### src/rtl/pagereg_misr_pkg.sv
package pagereg_misr_pkg;

    typedef enum logic [1:0] {
        OP_NONE  = 2'd0,
        OP_CALC  = 2'd1,
        OP_CHECK = 2'd2
    } sig_op_e;

    localparam logic [2:0] PG_MEAS = 3'd1;
    localparam logic [2:0] PG_CFG  = 3'd2;
    localparam logic [2:0] PG_CMD  = 3'd3;

    localparam logic [5:0] CMD_CALC  = 6'h00;
    localparam logic [5:0] CMD_CHECK = 6'h01;
    localparam logic [5:0] FLT_OFS   = 6'h3F;
    localparam int         PAR_BIT   = 0;

endpackage

### src/rtl/pagereg_misr_step.sv
module pagereg_misr_step #(
    parameter int             DW   = 14,
    parameter logic [DW-1:0]  TAPS = 14'h0443
) (
    input  logic [DW-1:0] sig_i,
    input  logic [DW-1:0] word_i,
    output logic [DW-1:0] sig_o
);
    // one Galois shift with feedback, then the parallel input is folded in
    always_comb begin
        sig_o = {sig_i[DW-2:0], 1'b0} ^ word_i;
        if (sig_i[DW-1]) begin
            sig_o = sig_o ^ TAPS;
        end
    end
endmodule

### src/rtl/pagereg_misr_cfg.sv
module pagereg_misr_cfg #(
    parameter int            DW    = 14,
    parameter int            NCFG  = 8,
    parameter int            IW    = 4,
    parameter logic [DW-1:0] WMASK = 14'h0FFF
) (
    input  logic                      clk,
    input  logic                      rst_n,
    input  logic                      host_we,
    input  logic [IW-1:0]             host_idx,
    input  logic [DW-1:0]             host_data,
    input  logic                      sum_we,
    input  logic [DW-1:0]             sum_val,
    output logic [NCFG-1:0][DW-1:0]   cfg_o,
    output logic [DW-1:0]             sum_o
);
    typedef struct packed {
        logic [NCFG-1:0][DW-1:0] cfg;
        logic [DW-1:0]           sum;
    } bank_t;

    bank_t bank_d, bank_q;

    always_comb begin
        bank_d = bank_q;
        if (host_we) begin
            for (int i = 0; i < NCFG; i++) begin
                if (host_idx == IW'(i)) begin
                    bank_d.cfg[i] = host_data & WMASK;
                end
            end
            if (host_idx == IW'(NCFG)) begin
                bank_d.sum = host_data;
            end
        end
        if (sum_we) begin
            bank_d.sum = sum_val;
        end
    end

    always_ff @(posedge clk) begin
        if (!rst_n) begin
            bank_q <= '0;
        end else begin
            bank_q <= bank_d;
        end
    end

    assign cfg_o = bank_q.cfg;
    assign sum_o = bank_q.sum;
endmodule

### src/rtl/pagereg_misr_meas.sv
module pagereg_misr_meas #(
    parameter int DW    = 14,
    parameter int NMEAS = 6,
    parameter int OW    = 6
) (
    input  logic                     clk,
    input  logic                     rst_n,
    input  logic                     we,
    input  logic [OW-1:0]            idx,
    input  logic [DW-1:0]            data,
    output logic [NMEAS-1:0][DW-1:0] meas_o
);
    logic [NMEAS-1:0][DW-1:0] meas_d, meas_q;

    always_comb begin
        meas_d = meas_q;
        for (int i = 0; i < NMEAS; i++) begin
            if (we && idx == OW'(i)) begin
                meas_d[i] = data;
            end
        end
    end

    always_ff @(posedge clk) begin
        if (!rst_n) begin
            meas_q <= '0;
        end else begin
            meas_q <= meas_d;
        end
    end

    assign meas_o = meas_q;
endmodule

### src/rtl/pagereg_misr_seq.sv
module pagereg_misr_seq
    import pagereg_misr_pkg::*;
#(
    parameter int            DW   = 14,
    parameter int            NCFG = 8,
    parameter int            IW   = 4,
    parameter logic [DW-1:0] TAPS = 14'h0443
) (
    input  logic          clk,
    input  logic          rst_n,
    input  logic          start_calc,
    input  logic          start_check,
    input  logic [DW-1:0] word_i,
    input  logic [DW-1:0] sum_i,
    output logic [IW-1:0] idx_o,
    output logic          busy_o,
    output logic          par_o,
    output logic          sum_we,
    output logic [DW-1:0] sum_val
);
    typedef struct packed {
        sig_op_e       op;
        logic [IW-1:0] idx;
        logic [DW-1:0] sig;
        logic          par;
    } seq_t;

    seq_t          seq_d, seq_q;
    logic [DW-1:0] sig_next;

    pagereg_misr_step #(.DW(DW), .TAPS(TAPS)) step_i (
        .sig_i  (seq_q.sig),
        .word_i (word_i),
        .sig_o  (sig_next)
    );

    always_comb begin
        seq_d   = seq_q;
        sum_we  = 1'b0;
        sum_val = seq_q.sig;
        if (seq_q.op == OP_NONE) begin
            if (start_calc || start_check) begin
                seq_d.op  = start_calc ? OP_CALC : OP_CHECK;
                seq_d.idx = '0;
                seq_d.sig = '0;
            end
        end else if (seq_q.idx == IW'(NCFG)) begin
            // closing cycle: every configuration word has been folded
            seq_d.op = OP_NONE;
            if (seq_q.op == OP_CALC) begin
                sum_we    = 1'b1;
                seq_d.par = 1'b0;
            end else begin
                seq_d.par = seq_q.par | (seq_q.sig != sum_i);
            end
        end else begin
            seq_d.sig = sig_next;
            seq_d.idx = seq_q.idx + IW'(1);
        end
    end

    always_ff @(posedge clk) begin
        if (!rst_n) begin
            seq_q <= '{op: OP_NONE, idx: '0, sig: '0, par: 1'b0};
        end else begin
            seq_q <= seq_d;
        end
    end

    assign idx_o  = seq_q.idx;
    assign busy_o = seq_q.op != OP_NONE;
    assign par_o  = seq_q.par;
endmodule

### src/rtl/pagereg_misr.sv
module pagereg_misr
    import pagereg_misr_pkg::*;
#(
    parameter int            DW        = 14,
    parameter int            PAGE_W    = 3,
    parameter int            OFS_W     = 6,
    parameter int            N_CFG     = 8,
    parameter int            N_MEAS    = 6,
    parameter logic [DW-1:0] CFG_WMASK = 14'h0FFF,
    parameter logic [DW-1:0] MISR_TAPS = 14'h0443
) (
    input  logic                  clk,
    input  logic                  rst_n,
    input  logic                  acc_valid,
    output logic                  acc_ready,
    input  logic                  acc_wr,
    input  logic [PAGE_W-1:0]     acc_page,
    input  logic [OFS_W-1:0]      acc_addr,
    input  logic [DW-1:0]         acc_wdata,
    output logic                  rd_valid,
    output logic [DW-1:0]         rd_data,
    input  logic                  meas_we,
    input  logic [OFS_W-1:0]      meas_idx,
    input  logic [DW-1:0]         meas_data,
    output logic [N_CFG*DW-1:0]   cfg_bus,
    output logic                  busy,
    output logic                  halt
);
    localparam int CIW = $clog2(N_CFG + 1);

    typedef struct packed {
        logic          vld;
        logic [DW-1:0] data;
    } rd_t;

    rd_t rd_d, rd_q;

    logic [N_CFG-1:0][DW-1:0]  cfg_arr;
    logic [N_MEAS-1:0][DW-1:0] meas_arr;
    logic [DW-1:0]             sum_q, sum_val, fold_word, rd_mux;
    logic [CIW-1:0]            seq_idx;
    logic                      sum_we, par;
    logic                      pg_meas, pg_cfg, pg_cmd, cfg_slot, take;
    logic                      host_we, start_calc, start_check;

    assign pg_meas  = acc_page == PAGE_W'(PG_MEAS);
    assign pg_cfg   = acc_page == PAGE_W'(PG_CFG);
    assign pg_cmd   = acc_page == PAGE_W'(PG_CMD);
    assign cfg_slot = acc_addr <= OFS_W'(N_CFG);

    assign acc_ready   = !(busy && ((acc_wr && pg_cfg) || (!acc_wr && pg_cmd)));
    assign take        = acc_valid && acc_ready;
    assign host_we     = take && acc_wr && pg_cfg && cfg_slot;
    assign start_calc  = take && !acc_wr && pg_cmd && acc_addr == OFS_W'(CMD_CALC);
    assign start_check = take && !acc_wr && pg_cmd && acc_addr == OFS_W'(CMD_CHECK);

    pagereg_misr_cfg #(
        .DW(DW), .NCFG(N_CFG), .IW(CIW), .WMASK(CFG_WMASK)
    ) cfg_i (
        .clk       (clk),
        .rst_n     (rst_n),
        .host_we   (host_we),
        .host_idx  (CIW'(acc_addr)),
        .host_data (acc_wdata),
        .sum_we    (sum_we),
        .sum_val   (sum_val),
        .cfg_o     (cfg_arr),
        .sum_o     (sum_q)
    );

    pagereg_misr_meas #(
        .DW(DW), .NMEAS(N_MEAS), .OW(OFS_W)
    ) meas_i (
        .clk    (clk),
        .rst_n  (rst_n),
        .we     (meas_we),
        .idx    (meas_idx),
        .data   (meas_data),
        .meas_o (meas_arr)
    );

    always_comb begin
        fold_word = '0;
        for (int i = 0; i < N_CFG; i++) begin
            if (seq_idx == CIW'(i)) begin
                fold_word = cfg_arr[i];
            end
        end
    end

    pagereg_misr_seq #(
        .DW(DW), .NCFG(N_CFG), .IW(CIW), .TAPS(MISR_TAPS)
    ) seq_i (
        .clk         (clk),
        .rst_n       (rst_n),
        .start_calc  (start_calc),
        .start_check (start_check),
        .word_i      (fold_word),
        .sum_i       (sum_q),
        .idx_o       (seq_idx),
        .busy_o      (busy),
        .par_o       (par),
        .sum_we      (sum_we),
        .sum_val     (sum_val)
    );

    always_comb begin
        rd_mux = '0;
        if (pg_meas) begin
            for (int i = 0; i < N_MEAS; i++) begin
                if (acc_addr == OFS_W'(i)) begin
                    rd_mux = meas_arr[i];
                end
            end
            if (acc_addr == OFS_W'(FLT_OFS)) begin
                rd_mux[PAR_BIT] = par;
            end
        end
        if (pg_cfg) begin
            for (int i = 0; i < N_CFG; i++) begin
                if (acc_addr == OFS_W'(i)) begin
                    rd_mux = cfg_arr[i];
                end
            end
            if (acc_addr == OFS_W'(N_CFG)) begin
                rd_mux = sum_q;
            end
        end
    end

    always_comb begin
        rd_d     = rd_q;
        rd_d.vld = take && !acc_wr && !pg_cmd;
        if (rd_d.vld) begin
            rd_d.data = rd_mux;
        end
    end

    always_ff @(posedge clk) begin
        if (!rst_n) begin
            rd_q <= '0;
        end else begin
            rd_q <= rd_d;
        end
    end

    assign rd_valid = rd_q.vld;
    assign rd_data  = rd_q.data;
    assign cfg_bus  = cfg_arr;
    assign halt     = par;
endmodule

### config.mk
export PLATFORM = sky130hd
export DESIGN_NAME = pagereg_misr
export DESIGN_NICKNAME = d
export VERILOG_FILES = /design/src/rtl/pagereg_misr_pkg.sv /design/src/rtl/pagereg_misr_step.sv /design/src/rtl/pagereg_misr_cfg.sv /design/src/rtl/pagereg_misr_meas.sv /design/src/rtl/pagereg_misr_seq.sv /design/src/rtl/pagereg_misr.sv
export SDC_FILE = /design/constraint.sdc
export NUM_CORES = 1
export LEC_CHECK = 0
export ABC_AREA = 1
export BUFFER_PORTS_ARGS = -buffer_cell sky130_fd_sc_hd__buf_2
export CORE_ASPECT_RATIO = 2
export CORE_MARGIN = 2
export CORE_UTILIZATION = 30
export CTS_BUF_LIST = sky130_fd_sc_hd__clkbuf_4 sky130_fd_sc_hd__clkbuf_8 sky130_fd_sc_hd__clkbuf_16
export CTS_CLUSTER_DIAMETER = 100
export DETAILED_ROUTE_END_ITERATION = 10
export PLACE_DENSITY = 0.47
export SYNTH_ARGS = -nofsm -noshare
export SYNTH_HDL_FRONTEND = slang
export SYNTH_SLANG_ARGS = --single-unit
export TNS_END_PERCENT = 50
### constraint.sdc
create_clock -name clk -period 2 [get_ports clk]
set_input_delay 0.4 -clock clk [delete_from_list [all_inputs] [get_ports clk]]
set_output_delay 0.4 -clock clk [all_outputs]
set_load 0.005 [all_outputs]
======== Word-level counts from Yosys, hierarchy flattened ========
Index checks and enable logic that the tools add are counted.
storage, ports and cells
  input port bits ......................... 48
  flip-flop bits (word level) ............. 230
  logic and storage cells ................. 147
  output and inout bits ................... 130
operators by class
  reductions and logical operators ........ 44
  bitwise operators ....................... 4
  muxes and demuxes ....................... 39
  equal/unequal tests ..................... 37
  magnitude comparators ................... 1
  add/subtract/negate cells ............... 1
operators by type and width
  operator                                                                           number
  14-bit 2-to-1 mux                                                                  26
  20-bit 2-to-1 mux                                                                  2
  6-bit by 3-bit == test with 1-bit output (second input constant)                   6
  4-bit by 3-bit == test with 1-bit output (second input constant)                   8
  6-bit by 2-bit == test with 1-bit output (second input constant)                   4
  12-bit 2-to-1 mux                                                                  2
  2-bit AND reduction                                                                12
  1-bit logical AND                                                                  18
  18-bit 2-to-1 mux                                                                  1
  4-bit by 2-bit == test with 1-bit output (second input constant)                   4
  14-bit != test                                                                     1
  14-bit bitwise XOR                                                                 1
  6-bit by 1-bit == test with 1-bit output (second input constant)                   2
  6-bit zero test                                                                    2
  11-bit 2-to-1 mux                                                                  1
  4-bit by 1-bit == test with 1-bit output (second input constant)                   2
  4-bit == test (second input constant)                                              2
  4-bit zero test                                                                    2
  2-bit nonzero test                                                                 4
  3-bit by 2-bit == test with 1-bit output (second input constant)                   2
  6-bit by 4-bit == test with 1-bit output (second input constant)                   1
  6-bit == test (second input constant)                                              1
  6-bit by 4-bit less-or-equal comparator with 1-bit output (second input constant)  1
  1-bit 2-to-1 mux                                                                   5
  12 further kinds                                                                   16

======== Depth between registers and ports, before layout ========
Gate-level depths: netlist (run 1).
  word-level depth ........................ 19
  depth in mapped cells ................... 20
  mapped depth without buffers ............ 19

======== Cells and area by module ========
From an unflattened synthesis (run 1), not the netlist that was laid out.
second synthesis, totals
  cells, all modules ...................... 2,040
  area total of the unflattened synthesis .. 12,889.9 µm²
by module, submodules not included
  module             seq. area each (µm²)  cells each  times used  area each (µm²)
  pagereg_misr_cfg   2,202.1               573         1           4,249.1
  pagereg_misr       300.3                 739         1           3,738.6
  pagereg_misr_meas  1,681.6               488         1           3,338.2
  pagereg_misr_seq   420.4                 201         1           1,355.0
  pagereg_misr_step  0.0                   39          1           209.0

======== Worst setup path after synthesis (run 1) ========
Ideal clock, no wire load.
  path kind ............................... input to register
  start point ............................. input port acc_addr[1]
  end point ............................... register cfg_i.bank_q, in the netlist cfg_i.cfg_o[3]
  setup time .............................. 0.116 ns
  path buffers ............................ 1
  arrival time ............................ 1.855 ns
  cell stages on the path ................. 11
  path slack .............................. 0.029 ns
  required time ........................... 1.884 ns
  cells stage by stage .................... nor2_1 -> inv_1 -> nor3_2 -> nand2_2 -> o21ai_2 -> nand4_4 -> nor2_2 -> inv_2 -> buf_2 -> nor2_1 -> nor2_1
between the ends
  longest elaborated chain between the ends .. 3
  elaborated cells between the ends (all ways) .. 4
  classes of those cells .................. 1 x order compare; 3 x reduce/logical
RTL lines
  item                                                       RTL line                RTL
  start, declared                                            pagereg_misr.sv:18      input logic [OFS_W-1:0] acc_addr,
  6-bit by 4-bit less-or-equal comparator with 1-bit output  pagereg_misr.sv:49      assign cfg_slot = acc_addr <= OFS_W'(N_CFG);
  1-bit logical AND                                          pagereg_misr.sv:53      assign host_we = take && acc_wr && pg_cfg && cfg_slot;
  2-bit AND reduction (no line) (*)                          n/a
  end signal, assigned                                       pagereg_misr_cfg.sv:45  bank_q <= bank_d;
  end, declared                                              pagereg_misr_cfg.sv:22  bank_t bank_d, bank_q;
Mark *: on every way between the ends. The rest lies on a longest branch, timed or not.
A chain may end at the register's enable or synchronous reset.

======== Worst setup path after layout (run 1) ========
  start point ............................. input port acc_addr[5]
  end point ............................... register rd_q, in the netlist rd_data[1]
between the ends
  longest elaborated chain between the ends .. 18
  elaborated cells between the ends (all ways) .. 26
  classes of those cells .................. 8 x eq/ne; 17 x mux; 1 x reduce/logical
RTL lines
  item                             RTL line                                  RTL
  6-bit zero test                  pagereg_misr.sv:111, pagereg_misr.sv:121
  14-bit 2-to-1 mux (6 in series)  pagereg_misr.sv:111                       if (acc_addr == OFS_W'(i)) begin
  14-bit 2-to-1 mux                pagereg_misr.sv:109                       if (pg_meas) begin
  14-bit 2-to-1 mux (8 in series)  pagereg_misr.sv:121                       if (acc_addr == OFS_W'(i)) begin
  14-bit 2-to-1 mux                pagereg_misr.sv:125                       if (acc_addr == OFS_W'(N_CFG)) begin
  14-bit 2-to-1 mux (*)            pagereg_misr.sv:119                       if (pg_cfg) begin
  end signal, assigned             pagereg_misr.sv:143                       rd_q <= rd_d;
  end, declared                    pagereg_misr.sv:36                        rd_t rd_d, rd_q;
Marked as above.

==> results.md, run 1 <==
Drt:
- The average routed wire per standard cell is around 22 µm.
- The final route contains between 10k and 15k vias.
- The post-route DRC violation count is 0.
- The initial DRC count is ~900.
- The final layout contains routed wiring with a total length of 60.2 mm.
- The number of routed nets with antenna violations is 0.
- The first TritonRoute pass finished after 7 iterations.
- The per-cell via count in the routed design is just over 5.

Logic synthesis:
- The total of flip-flops plus latches after synthesis is 230.
- The area share of the leading cell type in the synthesized netlist is 0.394.
- For this run, asynchronously set or reset flops after synthesis account for 0.
- The number of warnings reported in the yosys synthesis log is 0.
- The count of distinct cell types in the synthesized netlist is 44.
- The commonest cells after synthesis are sky130_fd_sc_hd__nor2_1 (326), sky130_fd_sc_hd__nand2_1 (291), sky130_fd_sc_hd__dfxtp_1 (230), sky130_fd_sc_hd__o21ai_0 (230), sky130_fd_sc_hd__a21oi_1 (201).
- The count of flip-flops with a built-in enable after synthesis is 0.
- The share of the Yosys chip area taken by registers is 0.394.
- By area the synthesized netlist is led by sky130_fd_sc_hd__dfxtp_1 (39%), sky130_fd_sc_hd__nor2_1 (10%), sky130_fd_sc_hd__o21ai_0 (9.9%), sky130_fd_sc_hd__nand2_1 (9.4%), sky130_fd_sc_hd__a21oi_1 (8.6%).
- Synthesis produced around 1.8k cells.
- The synthesized design spends more area on one cell type than any other, namely sky130_fd_sc_hd__dfxtp_1.
- The most used flip-flop cell after synthesis is sky130_fd_sc_hd__dfxtp_1.
- Among all cell types in the netlist, the one instantiated most often is sky130_fd_sc_hd__nor2_1.
- Each instance of the synthesized netlist takes up on average about 6.6 µm².
- The synthesized area is roughly 0.012 mm².

Final layout:
- After filler insertion, the fill cell instance count of the layout stands at slightly above 4k.
- The area growth from synthesis to final layout is 49.8%.
- The count of placed standard cells in the final layout, fillers left out is around 2.7k.
- The final layout net count is between 2k and 2.5k.
- The share of post-route cells with drive strength above 1 is 0.352.
- Registers take about 0.0046 mm².
- Summing all multi-input logic gate instances after layout gives 0.00701 mm².
- The final instance area is ~0.017 mm².
- The number of antenna repair diodes is 0.

Global routing:
- Entering global routing, the biggest net connects approximately 100 pins.
- The number of global-route vias before repair was roughly 14k.
- The global routing's busiest layer is met2.
- The first global-routing pass estimated around 86 mm of wire.
- The number of antenna violations at the first check in global routing came to 0.
- In the global route stage, overall resource usage came out at 0.285.
- In the global route stage, met3 resource usage came out at 0.0385.
- The total grt overflow is 0.
- For this run, global-route usage on met1 was measured as 0.283.
- For this run, global-route usage on met2 was measured as 0.507.

CTS:
- The cell sitting at the root of the clock tree is a sky130_fd_sc_hd__clkbuf_16.
- The number of hold buffers added after CTS was 0.
- The CTS tree is built.
- The clock sink count is 230.
- CTS built an H-tree with a depth of 1.
- Counting along the longest clock path gives a buffer depth of 3.
- After clock tree synthesis, the clock-pin slew on the worst setup and hold paths is around 70 ps.
- The total CTS buffers is 24.
- The latest clock arrival within the worst-skew pair is roughly 550 ps.

Placement:
- The post-placement cell area is between 0.01 and 0.015 mm².
- The detailed placer's ending HPWL is 44.6 mm.
- The number of placed instances, taps included, is 2581.
- The number of buffer cells added on primary ports is around 160.
- The weighted congestion reported at the end of routability-driven placement is 0.941.

Worst setup path:
- The endpoint of the worst register-to-register path is seq_i.sum_val[2].
- The critical register-to-register path startpoint is seq_i.idx_o[0].
- The slack of the worst reg-to-reg path is -110 ps.
- Along the worst path, the maximum fanout reaches 4.
- STA puts the critical path data required time at around 2500 ps.
- The worst reg-to-reg path cell count is 14.
- The endpoint arrival time on the critical path is about 2600 ps.
- STA classifies the critical path endpoint as a register.
- The worst setup path is of the in -> reg kind.
- The startpoint type of the worst setup path is a primary input.

Die:
- After floorplanning, the core was divided into between 100 and 150 placement rows.
- ~180 I/O pins were placed.
- The area of the core region is 0.0385 mm².
- The die covers 0.0406 mm².
- Measured along the x axis, the die boundary spans approximately 140 µm.
- The die span in y is ~280 µm.
- The initial utilization of the core area, before any placement, comes to 0.303.

STA:
- The count of final hold-check violations is 0.
- The highest achievable clock rate is 470 MHz.
- The time the final worst path needs with I/O delays and setup is between 2000 and 2500 ps.
- In the finished design, the share of the clock period the worst path needs comes to 1.06.
- Setup repair after global routing could not meet its margin everywhere.
- On the final layout, the worst clock skew is between 10 and 15 ps.
- The final setup violation count is 32.
- Setup slack on the critical path of the routed design comes to -129 ps.
- The count of final max-slew check failures was 0.
- The relative slew slack is 0.610.
- The slew at the pin closest to its max-slew limit is approximately 580 ps.

Worst hold path:
- The worst hold path passes through 3 cells.
- The worst hold path terminates at cfg_i.sum_o[12].
- The hold path startpoint is acc_wdata[12].
- The classification of the worst-slack hold path is in -> reg.

Power:
- The analysis attributes to cell leakage a power of between 7 and 8 nW.
- The share of total power consumed by net switching is 0.258.
- The power density over the cells is 587 mW/mm².
- The internal portion of the total power is 7.62 mW.
- The switching power of the nets is ~2.6 mW.
- The worst-case IR drop observed on VDD is roughly 0.5 mV.
- Of the total power, the clock network draws 0.469.
- Of the total power, combinational logic draws 0.079.
- The share of total power dissipated in sequential elements is 0.452.

Flow run:
- Across the run, the number of max-cap violations was 0.

Run status:
- The checks that failed: setup timing.
- The run finished, with violations left.
power by group through the flow:
stage | logic [mW] | clock network [mW] | registers (mW)
after floorplan | 0.305 | 0 | 4.73
after global placement | 0.668 | 0 | 4.74
after detailed placement | 0.667 | 0 | 4.74
after CTS | 0.722 | 4.90 | 4.63
after global routing | 0.861 | 5.05 | 4.63
final | 0.813 | 4.81 | 4.64
worst max-delay path by stage:
stage | from | to | cells past startpoint
after floorplan | acc_addr[1] | cfg_i.cfg_o[3] | 11
after global placement | acc_addr[5] | rd_data[9] | 21
after detailed placement | acc_addr[5] | rd_data[9] | 21
after CTS | acc_addr[4] | rd_data[9] | 21
after global routing | acc_addr[5] | rd_data[1] | 23
final | acc_addr[5] | rd_data[1] | 23
stage by stage:
stage | hold WS [ps] | setup slack, ps | total power, mW | utilization | TNS [ps]
floorplan | 425 | 29.2 | 5.03 | - | 0
global placement | 440 | -897 | 5.41 | 0.378 | -36060
detailed placement | 448 | -929 | 5.41 | 0.378 | -41850
CTS | 133 | -134 | 10.3 | 0.429 | -1110
global route | 152 | -217 | 10.5 | 0.454 | -8640
finish | 147 | -129 | 10.3 | 0.454 | -1220
area by class of cell:
class,instances,share of cell area
flip-flops and latches,230,0.264
repair buffers,473,0.215
multi-input cells,1281,0.401
clock inverters,13,0.00751
well taps,520,0.0372
clock buffers,31,0.0398
inverters,153,0.0358
flip-flops by register name (all words and copies together) (netlist names):
register       cells
meas_i.meas_o     84
seq_i.idx_o        4
seq_i.seq_q        2
cfg_i.cfg_o       96
seq_i.sum_val     14
rd_data           14
seq_i.par_o        1
cfg_i.sum_o       14
rd_valid           1
worst max-delay path, cell delays in order:
cell and delay [ps]:
sky130_fd_sc_hd__buf_8 100, sky130_fd_sc_hd__nor2_4 140, sky130_fd_sc_hd__buf_6 130, sky130_fd_sc_hd__buf_6 100
sky130_fd_sc_hd__clkinv_4 50, sky130_fd_sc_hd__nor2_4 130, sky130_fd_sc_hd__buf_12 120, sky130_fd_sc_hd__buf_6 90
sky130_fd_sc_hd__buf_6 100, sky130_fd_sc_hd__a21oi_2 40, sky130_fd_sc_hd__o21ai_1 130, sky130_fd_sc_hd__nand2_1 90
sky130_fd_sc_hd__nand2_2 90, sky130_fd_sc_hd__nand2_1 50, sky130_fd_sc_hd__nand2_1 70, sky130_fd_sc_hd__nand2_1 60
sky130_fd_sc_hd__nand2_1 80, sky130_fd_sc_hd__nand2_2 70, sky130_fd_sc_hd__nand2_2 60, sky130_fd_sc_hd__nand2_2 60
sky130_fd_sc_hd__nand3b_1 180, sky130_fd_sc_hd__nand2_2 110, sky130_fd_sc_hd__a21oi_2 140
layout by cell type, fill, tap and decap left out, types with 11 or more instances in the layout:
cell and instances:
sky130_fd_sc_hd__buf_12 22, sky130_fd_sc_hd__nor2_1 309, sky130_fd_sc_hd__nor2_4 14, sky130_fd_sc_hd__a21oi_1 170, sky130_fd_sc_hd__a31oi_1 12, sky130_fd_sc_hd__a21oi_2 29
sky130_fd_sc_hd__inv_1 122, sky130_fd_sc_hd__nand2_1 231, sky130_fd_sc_hd__buf_2 156, sky130_fd_sc_hd__inv_2 13, sky130_fd_sc_hd__nand4_1 20, sky130_fd_sc_hd__dfxtp_1 225
sky130_fd_sc_hd__o21ai_0 179, sky130_fd_sc_hd__nor2_2 11, sky130_fd_sc_hd__o21ai_2 25, sky130_fd_sc_hd__buf_4 242, sky130_fd_sc_hd__nand3_1 33, sky130_fd_sc_hd__nand3_2 21
sky130_fd_sc_hd__clkbuf_16 30, sky130_fd_sc_hd__o21ai_1 42, sky130_fd_sc_hd__conb_1 16, sky130_fd_sc_hd__buf_6 38, sky130_fd_sc_hd__nand2_2 54
per-layer routing:
layer / vias to the layer above / routed length [µm]
met3: 237 / 3120
met4: 0 / 6140
met1: 6578 / 19900
met5: - / 0
met2: 556 / 31100
li1: 6602 / -
logic make-up after synthesis:
logic type,after synthesis,share of synthesized area
buffers and inverters,279,0.0998
adders and majority gates,4,0.00428
and+or+nand+nor,741,0.261
DFF,230,0.394
other,1,0.000321
xor gates and xnor gates,11,0.00825
AOI/OAI and AO/OA,509,0.232
repair_timing:
| action | CTS | global route |
|---|---|---|
| cloned | 4 | 6 |
| hold endpoints to repair | 0 | 0 |
| setup endpoints to repair | 98 | 110 |
| setup buffers | 51 | 23 |
| resized for setup | 172 | 231 |
| pin swaps | 56 | 88 |
(Power assumes the default switching activity.)
==> run 2: changes to the inputs <==
==> constraint.sdc (replaced) <==
create_clock -name clk -period 2 [get_ports clk]
set_input_delay 0.3 -clock clk [delete_from_list [all_inputs] [get_ports clk]]
set_output_delay 0.3 -clock clk [all_outputs]
set_load 0.005 [all_outputs]
==> run 2 against run 1 <==
Net effect:
- the run still ends with setup timing left
- die area is the same
- global-route usage shrank 0.20 points
- clock skew grew 10 ps
- critical path depth shrank 10
- utilization shrank 1.8 points
- cell count shrank 2.0%
- critical path type is now reg -> reg
==> results.md, run 2 (synthesis gave the netlist of run 1 again) <==
Run status:
- The run finished, with violations left.
- The final reports fail on setup timing.

Drt:
- The final routed wirelength across all metal layers came to 59.4 mm (-1.4%).
- The average routed wire per standard cell was 22.4 µm (+0.56%).
- The post-route DRC violation count is 0 (unchanged).
- The number of iterations in the first detailed-routing pass is 6 (-1).
- The number of routed nets with antenna violations was 0 (unchanged).
- The initial DRC count came to 827 (-7.6%).
- The routed via count is 13.8k (-1.4%).
- The per-cell via count in the routed design is 5.20 (+0.54%).

STA:
- Setup repair after global routing could not meet its margin everywhere.
- The highest achievable clock rate is 483 MHz (+2.8%).
- The slew at the pin closest to its max-slew limit is 599 ps (+14.0 ps).
- The time the final worst path needs with I/O delays and setup is 2070 ps (-57.9 ps).
- The count of final max-slew check failures was 0 (unchanged).
- The count of final hold-check violations is 0 (unchanged).
- The setup skew after layout was 21.6 ps (+10.3 ps).
- The relative slew slack is 0.600 (-0.00935).
- The worst path setup slack after routing is -71.3 ps (+57.9 ps).
- The period utilization came to 1.04 (-0.0290).
- The final setup violation count is 6 (-81%).

Final layout:
- Relative to the synthesized area, the layout overhead comes to 43.8%.
- The number of flip-flops in the largest register came to 96 (unchanged).
- The number of antenna repair diodes is 0 (unchanged).
- The top cell types in the final layout, fill and taps aside, are sky130_fd_sc_hd__nor2_1 (313), sky130_fd_sc_hd__nand2_1 (245), sky130_fd_sc_hd__dfxtp_1 (225), sky130_fd_sc_hd__buf_4 (213), sky130_fd_sc_hd__o21ai_0 (197).
- The share of post-route cells with drive strength above 1 came to 0.320 (-0.0321).
- The most common cell after layout, fill and taps aside is sky130_fd_sc_hd__nor2_1.
- The final core utilization is 0.436 (-0.0181).
- The final layout net count is 2164 (-2.3%).

Global routing:
- The number of antenna violations at the first check in global routing is 0 (unchanged).
- The total grt overflow was 0 (unchanged).
- The aggregate global-route resource usage is 0.283 (-0.00196).
- The number of global-route vias before repair is 13.4k (-1.1%).
- The largest net degree at the start of global routing is 103 (+2.0%).
- The first-pass GRT wire length is 84.9 mm (-0.85%).

Worst setup path:
- The largest fanout on the critical path came to 7 (+3).
- The data required time of the critical path was 2440 ps (-40 ps).
- The startpoint type of the worst setup path is a register.
- The critical path is of the reg -> reg type.
- STA classifies the critical path endpoint as a register.
- The worst reg-to-reg path cell count is 13 (-1).
- The endpoint of the worst register-to-register path is seq_i.sum_val[5].
- The worst register-to-register path begins at seq_i.idx_o[1].
- The endpoint arrival time on the critical path is 2510 ps (-100 ps).
- The slack of the worst reg-to-reg path came to -70 ps (+40 ps).

Worst hold path:
- The worst hold path depth is 3 (unchanged).
- The hold path startpoint is acc_wdata[12].
- The end point of the most critical hold path is cfg_i.sum_o[12].
- The classification of the worst-slack hold path is in -> reg.

Power:
- The static power due to leakage came to 7.53 nW (-4.3%).
- The power density over the cells is 599 mW/mm² (+2.1%).
- The worst vdd rail ir drop is 0.542 mV (+6.8%).
- The post-route total power is 10.1 mW (-2.0%).

CTS:
- The clock input transition at the sequential cells of the worst setup and hold paths is 70 ps (about the same).
- In this run the clock root is driven by a sky130_fd_sc_hd__clkbuf_16.
- The clock sink count is 230 (unchanged).
- The latest clock arrival within the worst-skew pair is 570 ps (+20 ps).
- The H-tree depth came to 1 (unchanged).
- The largest buffer count on any clock path is 3 (unchanged).
- The CTS tree is built.
- The total CTS buffers is 23 (-4.2%).

Placement:
- The weighted congestion reported at the end of routability-driven placement is 0.976 (+3.7%).
- The detailed placer's ending HPWL is 45.3 mm (+1.5%).
- The number of buffer cells added on primary ports is 161 (unchanged).

Die:
- The area of the core region is 0.0385 mm² (unchanged).
- The width of the die is 144 µm (unchanged).
- The number of ports placed on the die boundary was 178 (unchanged).
- The floorplan die area is 0.0406 mm² (unchanged).
- The row count is 102 (unchanged).
- The starting density of the core is 0.303 (unchanged).
- The die span in y is 283 µm (unchanged).

Flow run:
- The reported max-cap violation count is 0 (unchanged).
-- run 2: worst max-delay path: stages (launching register included) --
cell                        delay, ps
sky130_fd_sc_hd__dfxtp_4          360
sky130_fd_sc_hd__buf_4            140
sky130_fd_sc_hd__ha_4             170
sky130_fd_sc_hd__nand2_8           90
sky130_fd_sc_hd__buf_8            140
sky130_fd_sc_hd__o221ai_2         110
sky130_fd_sc_hd__o211ai_1         140
sky130_fd_sc_hd__o2111ai_2        250
sky130_fd_sc_hd__nand2_2          180
sky130_fd_sc_hd__nand3_2          110
sky130_fd_sc_hd__nand2_1           80
sky130_fd_sc_hd__nand2_1           50
sky130_fd_sc_hd__nand3_1           70
sky130_fd_sc_hd__a21oi_1           60
-- run 2: per-layer routing --
metal,vias up,GRT usage,part of all wire
met5,-,0,0
met4,0,0.222,0.097
met2,602,0.521,0.53
met3,220,0.0379,0.051
met1,6454,0.277,0.33
li1,6497,-,-
-- run 2: report_power, final --
part	switching [mW]	total (mW)	leakage [nW]	internal [mW]
sequential	0.0259	4.63	1.86	4.61
combinational	0.511	0.766	5.27	0.255
clock	2.05	4.66	0.395	2.61
total	2.59	10.1	7.53	7.47
-- run 2: cell type report --
cell class | instances | area [µm²]
Clock buffer | 35 | 716
Clock inverter | 6 | 72.6
Fill cell | 4142 | 21700
Inverter | 153 | 617
Multi-Input combinational cell | 1281 | 6910
Sequential cell | 230 | 4620
Tap cell | 520 | 651
Timing Repair Buffer | 423 | 3210
-- run 2: metrics by stage --
step	cell area [µm²]	hold slack, ps	TNS (ps)	cells	setup slack (ps)
final	16800	36.4	-251	2648	-71.3
after detailed placement	14400	446	-32950	2569	-843
after global routing	16800	52.2	-4210	2648	-121
after floorplan	11700	425	0	1790	41.2
after global placement	14400	441	-28420	2569	-846
after CTS	15800	13.4	-571	2620	-86.4
-- run 2: worst max-delay path by stage --
stage | start | slack, ps | end | cells past startpoint
4_1_cts | seq_i.idx_o[1] | -90 | seq_i.sum_val[6] | 12
2_1_floorplan | seq_i.idx_o[0] | 40 | seq_i.sum_val[6] | 11
6_report | seq_i.idx_o[1] | -70 | seq_i.sum_val[5] | 13
5_1_grt | seq_i.seq_q[20] | -120 | cfg_i.cfg_o[15] | 11
3_5_place_dp | acc_addr[1] | -840 | rd_data[6] | 18
3_3_place_gp | acc_addr[0] | -850 | rd_data[3] | 19
-- run 2: what timing repair did --
action / CTS / global route
pin swaps: 31 / 85
buffers inserted: 8 / 29
endpoints found under the setup margin: 74 / 96
gates cloned: 2 / 3
resized for setup: 113 / 218
hold buffers: 0 / 0
